### src/rtl/serial_port_pkg.sv
package serial_port_pkg;

  // register addresses
  localparam int ADDR_CTRL = 0;
  localparam int ADDR_DATA = 1;
  localparam int ADDR_PWR  = 2;

  // control register bit positions
  localparam int CTRL_RXDONE_BIT = 0;
  localparam int CTRL_TXDONE_BIT = 1;
  localparam int CTRL_RXEN_BIT   = 4;

  // power register bit position
  localparam int PWR_DOUBLE_BIT = 7;

  typedef enum logic [1:0] {
    RX_IDLE,
    RX_START,
    RX_DATA,
    RX_STOP
  } rxState_t;

  // strobes from control to datapath
  typedef struct packed {
    logic txLoad;
    logic txShift;
    logic rxClr;
    logic rxShift;
    logic rxCapture;
  } strobe_t;

  // conditions reported by datapath to control
  typedef struct packed {
    logic osTick;
    logic txBitEnd;
    logic txLast;
    logic rxHalf;
    logic rxFull;
    logic rxLastData;
    logic rxLine;
  } dpStat_t;

endpackage

### src/rtl/serial_dp.sv
module serial_dp
  import serial_port_pkg::*;
#(
  parameter int DATA_W      = 8,
  parameter int OS_RATE     = 16,
  parameter int SYNC_STAGES = 2
) (
  input  logic              clk,
  input  logic              rstN,
  input  logic              baudTick,
  input  logic              doubleRate,
  input  logic              rxd,
  input  strobe_t           strb,
  input  logic [DATA_W-1:0] txByte,
  output dpStat_t           stat,
  output logic              txd,
  output logic [DATA_W-1:0] rxBuf
);

  localparam int FRAME_BITS = DATA_W + 2;
  localparam int OS_W       = $clog2(OS_RATE);
  localparam int TXC_W      = $clog2(FRAME_BITS);
  localparam int RXC_W      = $clog2(DATA_W);
  localparam logic [OS_W-1:0]  OS_LAST  = OS_W'(OS_RATE - 1);
  localparam logic [OS_W-1:0]  OS_HALF  = OS_W'(OS_RATE / 2 - 1);
  localparam logic [TXC_W-1:0] TX_LAST  = TXC_W'(FRAME_BITS - 1);
  localparam logic [RXC_W-1:0] RX_LAST  = RXC_W'(DATA_W - 1);

  // ---------------- prescaler ----------------
  logic preTog;
  logic osTick;

  always_ff @(posedge clk or negedge rstN) begin
    if (!rstN)         preTog <= 1'b0;
    else if (baudTick) preTog <= ~preTog;
  end

  assign osTick = baudTick & (doubleRate | preTog);

  // ---------------- transmit ----------------
  logic [FRAME_BITS-1:0] txSh;
  logic [OS_W-1:0]       txOs;
  logic [TXC_W-1:0]      txBitCnt;

  always_ff @(posedge clk or negedge rstN) begin
    if (!rstN) begin
      txSh     <= '1;
      txOs     <= '0;
      txBitCnt <= '0;
    end else begin
      if (strb.txLoad)       txSh <= {1'b1, txByte, 1'b0};
      else if (strb.txShift) txSh <= {1'b1, txSh[FRAME_BITS-1:1]};

      if (strb.txLoad)  txOs <= '0;
      else if (osTick)  txOs <= txOs + 1'b1;

      if (strb.txLoad)       txBitCnt <= '0;
      else if (strb.txShift) txBitCnt <= txBitCnt + 1'b1;
    end
  end

  assign txd = txSh[0];

  // ---------------- receive line synchronizer ----------------
  logic rxLine;

  generate
    if (SYNC_STAGES <= 1) begin : g_sync1
      logic syncQ;
      always_ff @(posedge clk or negedge rstN) begin
        if (!rstN) syncQ <= 1'b1;
        else       syncQ <= rxd;
      end
      assign rxLine = syncQ;
    end else begin : g_syncN
      logic [SYNC_STAGES-1:0] syncQ;
      always_ff @(posedge clk or negedge rstN) begin
        if (!rstN) syncQ <= '1;
        else       syncQ <= {syncQ[SYNC_STAGES-2:0], rxd};
      end
      assign rxLine = syncQ[SYNC_STAGES-1];
    end
  endgenerate

  // ---------------- receive ----------------
  logic [OS_W-1:0]   rxOs;
  logic [RXC_W-1:0]  rxBitCnt;
  logic [DATA_W-1:0] rxSh;

  always_ff @(posedge clk or negedge rstN) begin
    if (!rstN) begin
      rxOs     <= '0;
      rxBitCnt <= '0;
      rxSh     <= '0;
      rxBuf    <= '0;
    end else begin
      if (strb.rxClr)  rxOs <= '0;
      else if (osTick) rxOs <= rxOs + 1'b1;

      if (strb.rxClr)        rxBitCnt <= '0;
      else if (strb.rxShift) rxBitCnt <= rxBitCnt + 1'b1;

      if (strb.rxShift)   rxSh  <= {rxLine, rxSh[DATA_W-1:1]};
      if (strb.rxCapture) rxBuf <= rxSh;
    end
  end

  // ---------------- status to control ----------------
  always_comb begin
    stat.osTick     = osTick;
    stat.txBitEnd   = osTick && (txOs == OS_LAST);
    stat.txLast     = (txBitCnt == TX_LAST);
    stat.rxHalf     = osTick && (rxOs == OS_HALF);
    stat.rxFull     = osTick && (rxOs == OS_LAST);
    stat.rxLastData = (rxBitCnt == RX_LAST);
    stat.rxLine     = rxLine;
  end

endmodule

### src/rtl/serial_ctrl.sv
module serial_ctrl
  import serial_port_pkg::*;
#(
  parameter int DATA_W = 8,
  parameter int ADDR_W = 2
) (
  input  logic              clk,
  input  logic              rstN,
  input  logic [ADDR_W-1:0] busAddr,
  input  logic              busWrEn,
  input  logic [DATA_W-1:0] busWrData,
  input  dpStat_t           stat,
  input  logic [DATA_W-1:0] rxBuf,
  output strobe_t           strb,
  output logic [DATA_W-1:0] txByte,
  output logic [DATA_W-1:0] busRdData,
  output logic              irq,
  output logic              doubleRate,
  output logic              rxEnable,
  output logic              txDoneFlag,
  output logic              rxDoneFlag
);

  logic     txBusy;
  rxState_t rxState, rxNext;
  logic     wrCtrl, wrData, wrPwr;

  assign wrCtrl = busWrEn && (busAddr == ADDR_W'(ADDR_CTRL));
  assign wrData = busWrEn && (busAddr == ADDR_W'(ADDR_DATA));
  assign wrPwr  = busWrEn && (busAddr == ADDR_W'(ADDR_PWR));
  assign txByte = busWrData;

  // strobe generation and receive sequencing
  always_comb begin
    strb         = '0;
    strb.txLoad  = wrData && !txBusy;
    strb.txShift = txBusy && stat.txBitEnd;
    rxNext       = rxState;
    if (!rxEnable) begin
      rxNext = RX_IDLE;
    end else begin
      case (rxState)
        RX_IDLE: begin
          if (!stat.rxLine) begin
            strb.rxClr = 1'b1;
            rxNext     = RX_START;
          end
        end
        RX_START: begin
          if (stat.rxHalf) begin
            if (!stat.rxLine) begin
              strb.rxClr = 1'b1;
              rxNext     = RX_DATA;
            end else begin
              rxNext = RX_IDLE;
            end
          end
        end
        RX_DATA: begin
          if (stat.rxFull) begin
            strb.rxShift = 1'b1;
            if (stat.rxLastData) rxNext = RX_STOP;
          end
        end
        RX_STOP: begin
          if (stat.rxFull) begin
            strb.rxCapture = stat.rxLine;
            rxNext         = RX_IDLE;
          end
        end
        default: rxNext = RX_IDLE;
      endcase
    end
  end

  logic txDoneSet;
  assign txDoneSet = strb.txShift && stat.txLast;

  always_ff @(posedge clk or negedge rstN) begin
    if (!rstN) begin
      txBusy     <= 1'b0;
      rxState    <= RX_IDLE;
      txDoneFlag <= 1'b0;
      rxDoneFlag <= 1'b0;
      rxEnable   <= 1'b0;
      doubleRate <= 1'b0;
    end else begin
      rxState <= rxNext;

      if (strb.txLoad)   txBusy <= 1'b1;
      else if (txDoneSet) txBusy <= 1'b0;

      txDoneFlag <= txDoneSet |
                    (txDoneFlag & ~(wrCtrl & ~busWrData[CTRL_TXDONE_BIT]));
      rxDoneFlag <= strb.rxCapture |
                    (rxDoneFlag & ~(wrCtrl & ~busWrData[CTRL_RXDONE_BIT]));

      if (wrCtrl) rxEnable   <= busWrData[CTRL_RXEN_BIT];
      if (wrPwr)  doubleRate <= busWrData[PWR_DOUBLE_BIT];
    end
  end

  // read multiplexer
  always_comb begin
    busRdData = '0;
    if (busAddr == ADDR_W'(ADDR_CTRL)) begin
      busRdData[CTRL_RXDONE_BIT] = rxDoneFlag;
      busRdData[CTRL_TXDONE_BIT] = txDoneFlag;
      busRdData[CTRL_RXEN_BIT]   = rxEnable;
    end else if (busAddr == ADDR_W'(ADDR_DATA)) begin
      busRdData = rxBuf;
    end else if (busAddr == ADDR_W'(ADDR_PWR)) begin
      busRdData[PWR_DOUBLE_BIT] = doubleRate;
    end
  end

  assign irq = txDoneFlag | rxDoneFlag;

endmodule

### src/rtl/serial_port.sv
module serial_port
  import serial_port_pkg::*;
#(
  parameter int DATA_W      = 8,
  parameter int ADDR_W      = 2,
  parameter int OS_RATE     = 16,
  parameter int SYNC_STAGES = 2
) (
  input  logic              clk,
  input  logic              rstN,
  input  logic [ADDR_W-1:0] busAddr,
  input  logic              busWrEn,
  input  logic [DATA_W-1:0] busWrData,
  output logic [DATA_W-1:0] busRdData,
  input  logic              baudTick,
  input  logic              rxd,
  output logic              txd,
  output logic              irq
);

  strobe_t           strb;
  dpStat_t           stat;
  logic [DATA_W-1:0] txByte;
  logic [DATA_W-1:0] rxBuf;
  logic              doubleRate;
  logic              rxEnable;
  logic              txDoneFlag;
  logic              rxDoneFlag;

  serial_ctrl #(
    .DATA_W (DATA_W),
    .ADDR_W (ADDR_W)
  ) u_ctrl (
    .clk        (clk),
    .rstN       (rstN),
    .busAddr    (busAddr),
    .busWrEn    (busWrEn),
    .busWrData  (busWrData),
    .stat       (stat),
    .rxBuf      (rxBuf),
    .strb       (strb),
    .txByte     (txByte),
    .busRdData  (busRdData),
    .irq        (irq),
    .doubleRate (doubleRate),
    .rxEnable   (rxEnable),
    .txDoneFlag (txDoneFlag),
    .rxDoneFlag (rxDoneFlag)
  );

  serial_dp #(
    .DATA_W      (DATA_W),
    .OS_RATE     (OS_RATE),
    .SYNC_STAGES (SYNC_STAGES)
  ) u_dp (
    .clk        (clk),
    .rstN       (rstN),
    .baudTick   (baudTick),
    .doubleRate (doubleRate),
    .rxd        (rxd),
    .strb       (strb),
    .txByte     (txByte),
    .stat       (stat),
    .txd        (txd),
    .rxBuf      (rxBuf)
  );

endmodule

### config.mk
export PLATFORM = sky130hd
export DESIGN_NAME = serial_port
export DESIGN_NICKNAME = d
export VERILOG_FILES = /design/src/rtl/serial_port_pkg.sv /design/src/rtl/serial_dp.sv /design/src/rtl/serial_ctrl.sv /design/src/rtl/serial_port.sv
export SDC_FILE = /design/constraint.sdc
export NUM_CORES = 1
export LEC_CHECK = 0
export BUFFER_PORTS_ARGS = -buffer_cell sky130_fd_sc_hd__buf_2
export CAP_MARGIN = 20
export CORE_MARGIN = 3
export CORE_UTILIZATION = 30
export DETAILED_ROUTE_END_ITERATION = 16
export PLACE_DENSITY = 0.48
export SYNTH_ARGS = -nofsm -noshare
export SYNTH_HDL_FRONTEND = slang
export SYNTH_SLANG_ARGS = --single-unit
### constraint.sdc
create_clock -name clk -period 3.45 [get_ports clk]
set_input_delay 0.1725 -clock clk [delete_from_list [all_inputs] [get_ports clk]]
set_output_delay 0.1725 -clock clk [all_outputs]
set_load 0.02 [all_outputs]
==> out/qor.txt, run 1 <==
Total track usage: 0.112
Leakage: 0.00124 uW
Worst setup SP type: flop
TritonCTS Buffers: 5
GPL Wtd Cong: 0.697
Switching Share: 0.324
Diode count: 0
Yosys Warn Count: 0
Nets@finish: 257
Hold Path Stages: 3
Fillers: 808
Vias in the first global route: 1639
Setup-violating endpoint count in the final report: 0
TritonCTS Sinks: 50
Setup TNS: 0 ns
Netlist area before placement: 0.00242 mm2
Commonest non-fill, non-tap cell in the layout: dfrtp_1
Io pins: 25
CTS tree: built
Status: finished clean
Sw Pwr: 476 uW
Yosys reg bits: 50
Clk_lat worst skew: 0.30 ns
First-pass GRT wire length: 8.13 mm
Cell area power density: 539 mW/mm2
Detailed placement HPWL: 3.27 mm
Area after DPL: 0.00263 mm2
Synth async-reset ratio: 1.00
DRC viols: 0
Post-synth cell types: 44
Max Buffers Root-to-Sink: 2
Syn_area_per_cell: 11.4 um2
Worst R2R Path Depth: 3
RSZ-0062 raised after global routing: no
Worst Tran Pin Value: 1.07 ns
Clk pin slew, worst setup/hold paths: 0.09 ns
Initial Utilization: 0.312
H-tree depth: 2
Power Internal: 995 uW
Initial antenna violation count: 0
Post-CTS Setup Bufs: 0
Post-synthesis sequential area ratio: 0.522
Commonest cells after routing, fill and taps aside: 39 x dfrtp_1, 24 x buf_2, 20 x nor2_1
Final min period: 1.88 ns
Final worst path period share: 0.546
Area grow syn2layout: 12.8%
Die width: 95.9 um
Via count: 1683
Drt initial violations: 57
Logic pwr share: 0.196
WS Path Type: reg -> reg
Die area: 0.00919 mm2
Post-cts resize count: 0
Seq. cell area: 0.00126 mm2
Die height: 95.9 um
Largest net degree at the start of global routing: 28
Post-route cell area: 0.00273 mm2
Number of synthesized flops with an enable pin: 0
Worst Setup End Kind: flop
Via density: 4.96
Max-slew violation count: 0
Syn Nets: 234
Most used DFF post-synth: dfrtp_1
WP data required: 3.68 ns
Fmax: 531 MHz
Largest cells by area after synthesis: dfrtp_1 40%, dfstp_2 12%, mux2_2 8.4%
Top cell type's share of synthesized area: 0.403
Slew HR: 0.282
Seq pwr share: 0.578
VDD IR max: 0.232 mV
Core footprint: 0.00777 mm2
MaxCap Viol Count: 0
Post-Synthesis Cells: 213
Root Buffer: clkbuf_8
Tightest Hold Check Type: in -> reg
Drt wl/cell: 14.1 um
Post-synth top area cell: dfrtp_1
Final Skew: 0.00626 ns
Clock power frac: 0.226
CP max FO: 16
Row count: 32
DR pass1 iterations: 6
Buffers on Ports: 24
Routed WL: 4.77 mm
Hold Vio Cnt, Final: 0
Antenna viol nets, final: 0
Share of cells above drive strength 1: 0.287
Critical Path AT: 2.12 ns
Final Core Density: 0.352
Area of the multi-input gates: 0.00110 mm2
Global route overflow: 0
cell type report:
class                   instances  area share
multi-input cells             150       0.402
well taps                     102      0.0467
inverters                       2     0.00275
flip-flops and latches         50       0.463
repair buffers                 27      0.0541
clock inverters                 3     0.00596
clock buffers                   5      0.0252
metal layers:
layer  routed length [um]  up-vias  GRT usage
met4                   25        0     0.0284
li1                     -      824          -
met3                  140        2     0.0242
met2                 2150       24      0.169
met5                    0        -          0
met1                 2460      833      0.164
cells in the mapped netlist (5+ instances only):
master	instances
a21oi_1	13
a31oi_1	7
buf_2	6
dfrtp_1	39
dfstp_2	11
ha_1	6
mux2_2	18
mux2i_1	7
nand2_1	8
nand3_1	8
nor2_1	20
o21ai_0	14
xor2_1	5
final timing paths:
check	from	endpoint	slack (ns)
max reg2reg	u_ctrl.doubleRate	u_dp.txSh[5]	1.57
max	u_ctrl.doubleRate	u_dp.txSh[5]	1.57
min	busWrData[6]	u_dp.txSh[7]	0.10
max in group asynchronous	rstN	u_dp.g_syncN.syncQ[0]	2.25
min reg2reg	u_dp.g_syncN.syncQ[0]	u_dp.g_syncN.syncQ[1]	0.36
min in group asynchronous	rstN	u_dp.txBitCnt[3]	0.39
cell families after synthesis:
logic type                 share of synthesized area
AOI/OAI and AO/OA                              0.149
xor gates and xnor gates                      0.0217
adders and majority gates                     0.0310
buffers and inverters                         0.0243
DFF                                            0.522
muxes                                          0.113
and+or+nand+nor                                0.139
registers in the layout (all words and copies together) (netlist names), 2 cells and up:
register,count
u_dp.rxOs,4
u_dp.txOs,4
u_dp.g_syncN.syncQ,2
u_dp.rxBitCnt,3
u_dp.txBitCnt,4
u_ctrl.rxState,2
u_dp.rxBuf,8
u_dp.txSh,9
u_dp.rxSh,8
metrics by stage:
| stage | hold WS [ns] | setup WS, ns | instances | total power (uW) |
|---|---|---|---|---|
| 6_report | 0.103 | 1.57 | 339 | 1470 |
| 3_3_place_gp | 0.209 | 1.58 | 329 | 1150 |
| 3_5_place_dp | 0.193 | 1.59 | 329 | 1150 |
| 2_1_floorplan | -0.123 | 1.83 | 213 | 1070 |
| 4_1_cts | 0.0936 | 1.56 | 339 | 1490 |
| 5_1_grt | 0.0898 | 1.31 | 339 | 1580 |
power by group through the flow:
stage	registers (uW)	clock network, uW	logic, uW
floorplan	815	0	252
global placement	860	0	286
detailed placement	861	0	292
CTS	850	349	294
global route	873	371	337
finish	851	332	289
worst max-delay path, stage by stage (launching register included):
cell and delay [ns]:
dfrtp_1 0.51, o211ai_1 0.90, o21ai_0 0.24, a21oi_1 0.17
timing repair:
item | CTS | global route
hold buffers | 2 | 0
hold endpoints to repair | 17 | 0
endpoints found under the setup margin | 0 | 0
Power figures use the tool's default switching activity.
==> inputs of run 2 (changes only) <==
PLACE_DENSITY = 0.5   (was 0.48)
clock period = 1.66 ns   (was 3.45 ns; I/O delays follow)
==> run 2 against run 1 <==
Clock power increased by 120%; register-to-register slack got worse by 1.5 ns; final area grew 6.0%; setup slack got worse by 1.5 ns; die area unchanged; critical path depth is 1 higher; clock skew up 0.0021 ns; hold slack worse by 0.092 ns; clock-buffer cell count grew 1; non-clock buffer count grew 14; largest cell class unchanged.
==> out/qor.txt, run 2 (same netlist as run 1, synthesis figures left out) <==
Status: finished clean
Root Buffer: clkbuf_8
MaxCap Viol Count: 0
Commonest non-fill, non-tap cell in the layout: dfrtp_1
Share of cells above drive strength 1: 0.335
Via count: 1715
Largest registers: u_dp.txSh x9, u_dp.rxBuf x8, u_dp.rxSh x8
Worst setup SP type: flop
Core footprint: 0.00777 mm2
Die width: 95.9 um
Leakage: 0.00132 uW
CP max FO: 9
Commonest cells after routing, fill and taps aside: 39 x dfrtp_1, 24 x buf_2, 20 x nor2_1
Area after DPL: 0.00277 mm2
Met3 Wirelength: 122 um
Final Skew: 0.00834 ns
Drt initial violations: 55
Final min period: 1.58 ns
TritonCTS Buffers: 5
Largest net degree at the start of global routing: 51
Met1 wire length: 2.39 mm
DP Worst Slack: 0.0530 ns
Clk pin slew, worst setup/hold paths: 0.10 ns
WP data required: 1.84 ns
Setup-violating endpoint count in the final report: 0
Final Hold Slack: 0.0103 ns
Reg with most FFs: u_dp.txSh
Io pins: 25
Launch point of the worst path: u_dp.preTog
Max Buffers Root-to-Sink: 2
Max-slew violation count: 0
Die height: 95.9 um
DR pass1 iterations: 4
CTS tree: built
Worst Tran Pin Value: 0.525 ns
Tightest Hold Check Type: in -> reg
Row count: 32
Fmax: 635 MHz
RSZ-0062 raised after global routing: no
Area grow syn2layout: 19.6%
Initial antenna violation count: 0
Nets@finish: 271
Worst reg2reg path startpoint: u_dp.preTog
Worst Setup End Kind: flop
Antenna viol nets, final: 0
Hold Path Stages: 3
Worst Min Path Start: busWrData[2]
Diode count: 0
Routed WL: 4.88 mm
Total track usage: 0.117
WS Path Type: reg -> reg
VDD IR max: 0.425 mV
Global route overflow: 0
Max FFs per register: 9
Fillers: 794
Tot Pwr: 3230 uW
First-pass GRT wire length: 8.42 mm
Hold Vio Cnt, Final: 0
Drt wl/cell: 13.8 um
PnR worst setup slack: 0.0848 ns
Post-CTS Setup Bufs: 0
Buffers on Ports: 24
GPL Wtd Cong: 0.759
H-tree depth: 2
Setup TNS: 0 ns
Vias in the first global route: 1693
Cell area power density: 1120 mW/mm2
Critical Path AT: 1.76 ns
Slew HR: 0.648
DRC viols: 0
Initial Utilization: 0.312
Die area: 0.00919 mm2
Detailed placement HPWL: 3.44 mm
TritonCTS Sinks: 50
Top layer in use: met4
Final worst path period share: 0.949
Via density: 4.86
Seq. cell area: 0.00126 mm2
Post-route cell area: 0.00290 mm2
Clk_lat worst skew: 0.30 ns
Met2 WL: 2.34 mm
Area of the multi-input gates: 0.00111 mm2
Worst R2R Path Depth: 4
run 2: worst paths after layout:
kind | to | slack, ns
min in group asynchronous | u_dp.txBitCnt[3] | 0.28
hold reg to reg | u_dp.g_syncN.syncQ[1] | 0.36
max in group asynchronous | u_dp.g_syncN.syncQ[0] | 1.09
setup / recovery | u_dp.rxBuf[3] | 0.08
setup reg to reg | u_dp.rxBuf[3] | 0.08
hold / removal | u_dp.txSh[3] | 0.01
run 2: report_power, final:
group	leakage, uW	switching [uW]	internal, uW	total, uW
sequential	0.000638	215	1530	1740
clock	0.0000488	401	336	738
combinational	0.000633	408	343	751
total	0.00132	1020	2210	3230
run 2: cell type report:
cell class,count,area share
Tap cell,102,0.0441
Timing Repair Buffer,41,0.100
Multi-Input combinational cell,150,0.384
Sequential cell,50,0.437
Inverter,2,0.00259
Clock inverter,2,0.00432
Clock buffer,6,0.0285
run 2: metrics by stage:
| step | instances | utilization |
|---|---|---|
| 2_1_floorplan | 213 | - |
| 3_3_place_gp | 343 | 0.356 |
| 3_5_place_dp | 343 | 0.356 |
| 4_1_cts | 353 | 0.371 |
| 5_1_grt | 353 | 0.373 |
| 6_report | 353 | 0.373 |
run 2: timing repair:
action                     in CTS  in global routing
resized for setup               0                  3
setup endpoints to repair       0                 17
hold endpoints to repair       40                  0
hold buffers                    2                  0
run 2: worst max-delay path: stages, from the launching register on:
cell and delay (ns):
dfrtp_1 0.55, o211ai_4 0.18, nor3_4 0.25, buf_12 0.15, mux2_2 0.33
run 2: layer usage:
metal	global-route usage	vias up
li1	-	851
met1	0.166	843
met2	0.180	19
met3	0.0250	2
met4	0.0355	0
met5	0	-
==> inputs of run 3 (changes only) <==
ABC_AREA = 1   (was unset)
==> run 3 against run 2 <==
Largest cell class unchanged; critical endpoint is now u_dp.rxOs[0]; final area is 3.2% lower; critical path depth grew 4; cell count is 17% higher; critical path type unchanged; power up 2.8%; global-route usage fell by 0.10 points; routed wire length increased by 1.0%; sequential power about the same; hold slack better by 0.0077 ns; first-iteration DRC count grew 64%.
==> out/qor.txt, run 3 <==
Setup TNS: 0 ns
CP max FO: 6
Yosys reg bits: 50
GPL Wtd Cong: 0.749
Via density: 4.45
Post-Synthesis Cells: 278
Max FFs per register: 9
Final Skew: 0.00767 ns
CP max-delay cell: dfrtp_1
Largest net degree at the start of global routing: 51
TritonCTS Buffers: 5
Number of synthesized flops with an enable pin: 0
Largest stage delay, worst path: 0.42 ns
Post-synth cell types: 30
Post-CTS Setup Bufs: 0
Most used DFF post-synth: dfrtp_1
Row count: 31
Status: finished clean
Syn_area_per_cell: 8.56 um2
Reg-to-reg setup timing slack: 0.17 ns
TritonCTS Sinks: 50
Hold Path Stages: 3
Clk_lat worst skew: 0.30 ns
DRC viols: 0
Worst Hold Path EP: u_dp.txSh[2]
Root Buffer: clkbuf_8
Hold Vio Cnt, Final: 0
Die width: 95.1 um
Share of cells above drive strength 1: 0.207
Top cell type's share of synthesized area: 0.410
Worst Min Path Start: busWrData[1]
Largest cells by area after synthesis: dfrtp_1 41%, dfstp_2 12%, nand2_1 12%
Worst reg2reg path startpoint: u_dp.rxOs[0]
First-pass GRT wire length: 8.29 mm
Most frequent cell after synthesis: nand2_1
Commonest non-fill, non-tap cell in the layout: nand2_1
Reg with most FFs: u_dp.txSh
Syn Nets: 299
Netlist area before placement: 0.00238 mm2
Io pins: 25
Die area: 0.00904 mm2
Antenna viol nets, final: 0
Total track usage: 0.116
VDD IR max: 0.520 mV
MaxCap Viol Count: 0
Max Buffers Root-to-Sink: 2
Initial Utilization: 0.318
Tot Pwr: 3320 uW
CP bufs+invs: 1
Synth async-reset ratio: 1.00
Detailed placement HPWL: 3.50 mm
Max-slew violation count: 0
Clk pin slew, worst setup/hold paths: 0.09 ns
WS Path Type: reg -> reg
Area grow syn2layout: 17.8%
Initial antenna violation count: 0
WP data required: 1.87 ns
Worst Tran Pin Value: 0.612 ns
Crit-path cells: ha_1, nand2_1, nor2_1, nand2_1, nand2_1, nand2_1, inv_1, nor3b_1
H-tree depth: 2
Diode count: 0
Post-route insts no fill: 413
Via count: 1836
Worst R2R Path Depth: 8
Buffers on Ports: 24
Drt initial violations: 90
Fmax: 673 MHz
Crit path max-delay family: simple AND/OR/NAND/NOR gates
Final worst path period share: 0.896
DR pass1 iterations: 4
Commonest cells after routing, fill and taps aside: 75 x nand2_1, 39 x dfrtp_1, 31 x nand3_1
Drt wl/cell: 11.9 um
Setup-violating endpoint count in the final report: 0
PnR worst setup slack: 0.173 ns
Critical Path AT: 1.70 ns
Routed WL: 4.93 mm
RSZ-0062 raised after global routing: no
DP Worst Slack: 0.186 ns
Leakage: 0.00141 uW
Final Core Density: 0.375
Dpl cells: 398
Worst Setup End Kind: flop
Largest registers: u_dp.txSh x9, u_dp.rxBuf x8, u_dp.rxSh x8
Post-synthesis sequential area ratio: 0.531
Vias in the first global route: 1770
Yosys Warn Count: 0
Slew HR: 0.591
Core footprint: 0.00749 mm2
Final min period: 1.49 ns
Worst setup SP type: flop
CTS tree: built
Tightest Hold Check Type: in -> reg
Top cells by count, synth: 75 x nand2_1, 39 x dfrtp_1, 31 x nand3_1
RR Endpoint: u_dp.rxOs[0]
Post-synth top area cell: dfrtp_1
Die height: 95.1 um
Cell area power density: 1180 mW/mm2
Global route overflow: 0
Nets@finish: 334
Most used cell, CP: nand2_1
==> run 3: area by class of cell <==
class	count	area [um2]
Multi-Input combinational cell	186	940
Inverter	34	128
Tap cell	99	124
Sequential cell	50	1260
Fill cell	779	4680
Clock buffer	6	82.6
Clock inverter	2	12.5
Timing Repair Buffer	36	253
==> run 3: logic make-up (layout without fill, tap and decap cells) <==
kind of cell,after synthesis,count (layout),synth area share
AND/OR/NAND/NOR,142,142,0.269
flip-flops,50,50,0.531
adder cells (fa/ha/maj),6,6,0.0315
XOR/XNOR,3,3,0.0110
AO/OA/AOI/OAI,34,34,0.0788
multiplexers,1,1,0.00473
buffers and inverters,42,78,0.0741
==> run 3: how the worst max path moves through the flow <==
| stage | from | endpoint | slack, ns | depth (start not counted) |
|---|---|---|---|---|
| 2_1_floorplan | u_dp.rxOs[0] | u_dp.rxBuf[0] | 0.27 | 7 |
| 5_1_grt | baudTick | u_ctrl.txBusy | 0.01 | 9 |
| 3_3_place_gp | u_ctrl.doubleRate | u_dp.txBitCnt[2] | 0.25 | 8 |
| 3_5_place_dp | u_dp.rxOs[0] | u_dp.rxOs[0] | 0.19 | 8 |
| 4_1_cts | u_dp.rxOs[0] | u_dp.rxOs[0] | 0.16 | 8 |
| 6_report | u_dp.rxOs[0] | u_dp.rxOs[0] | 0.17 | 8 |
==> run 3: tightest hold or removal path, stage by stage <==
cell and delay [ns]:
buf_2 0.11, nand2_1 0.06, nand3_1 0.07
==> run 3: per-stage QoR <==
step	hold slack, ns	instance area, um2
after floorplan	-0.213	2380
after global placement	0.103	2640
after detailed placement	0.0999	2640
after CTS	0.0102	2800
after global routing	0.0227	2800
final	0.0180	2800
==> run 3: timing repair <==
action                    4_1_cts  5_1_grt
hold buffers                    7        0
hold endpoints to repair       45        0
gates resized for setup         0        0
==> run 3: where the power goes <==
part | internal (uW) | switching [uW] | leakage (uW)
logic | 320 | 503 | 0.000769
clock network | 336 | 411 | 0.0000472
registers | 1560 | 190 | 0.000590
total | 2220 | 1100 | 0.00141
==> run 3: routing by layer <==
metal  track usage  wire length (um)  up-vias
met2         0.186              2290       27
li1              -                 -      953
met4        0.0216                15        0
met1         0.164              2440      853
met5             0                 0        -
met3        0.0237               181        3
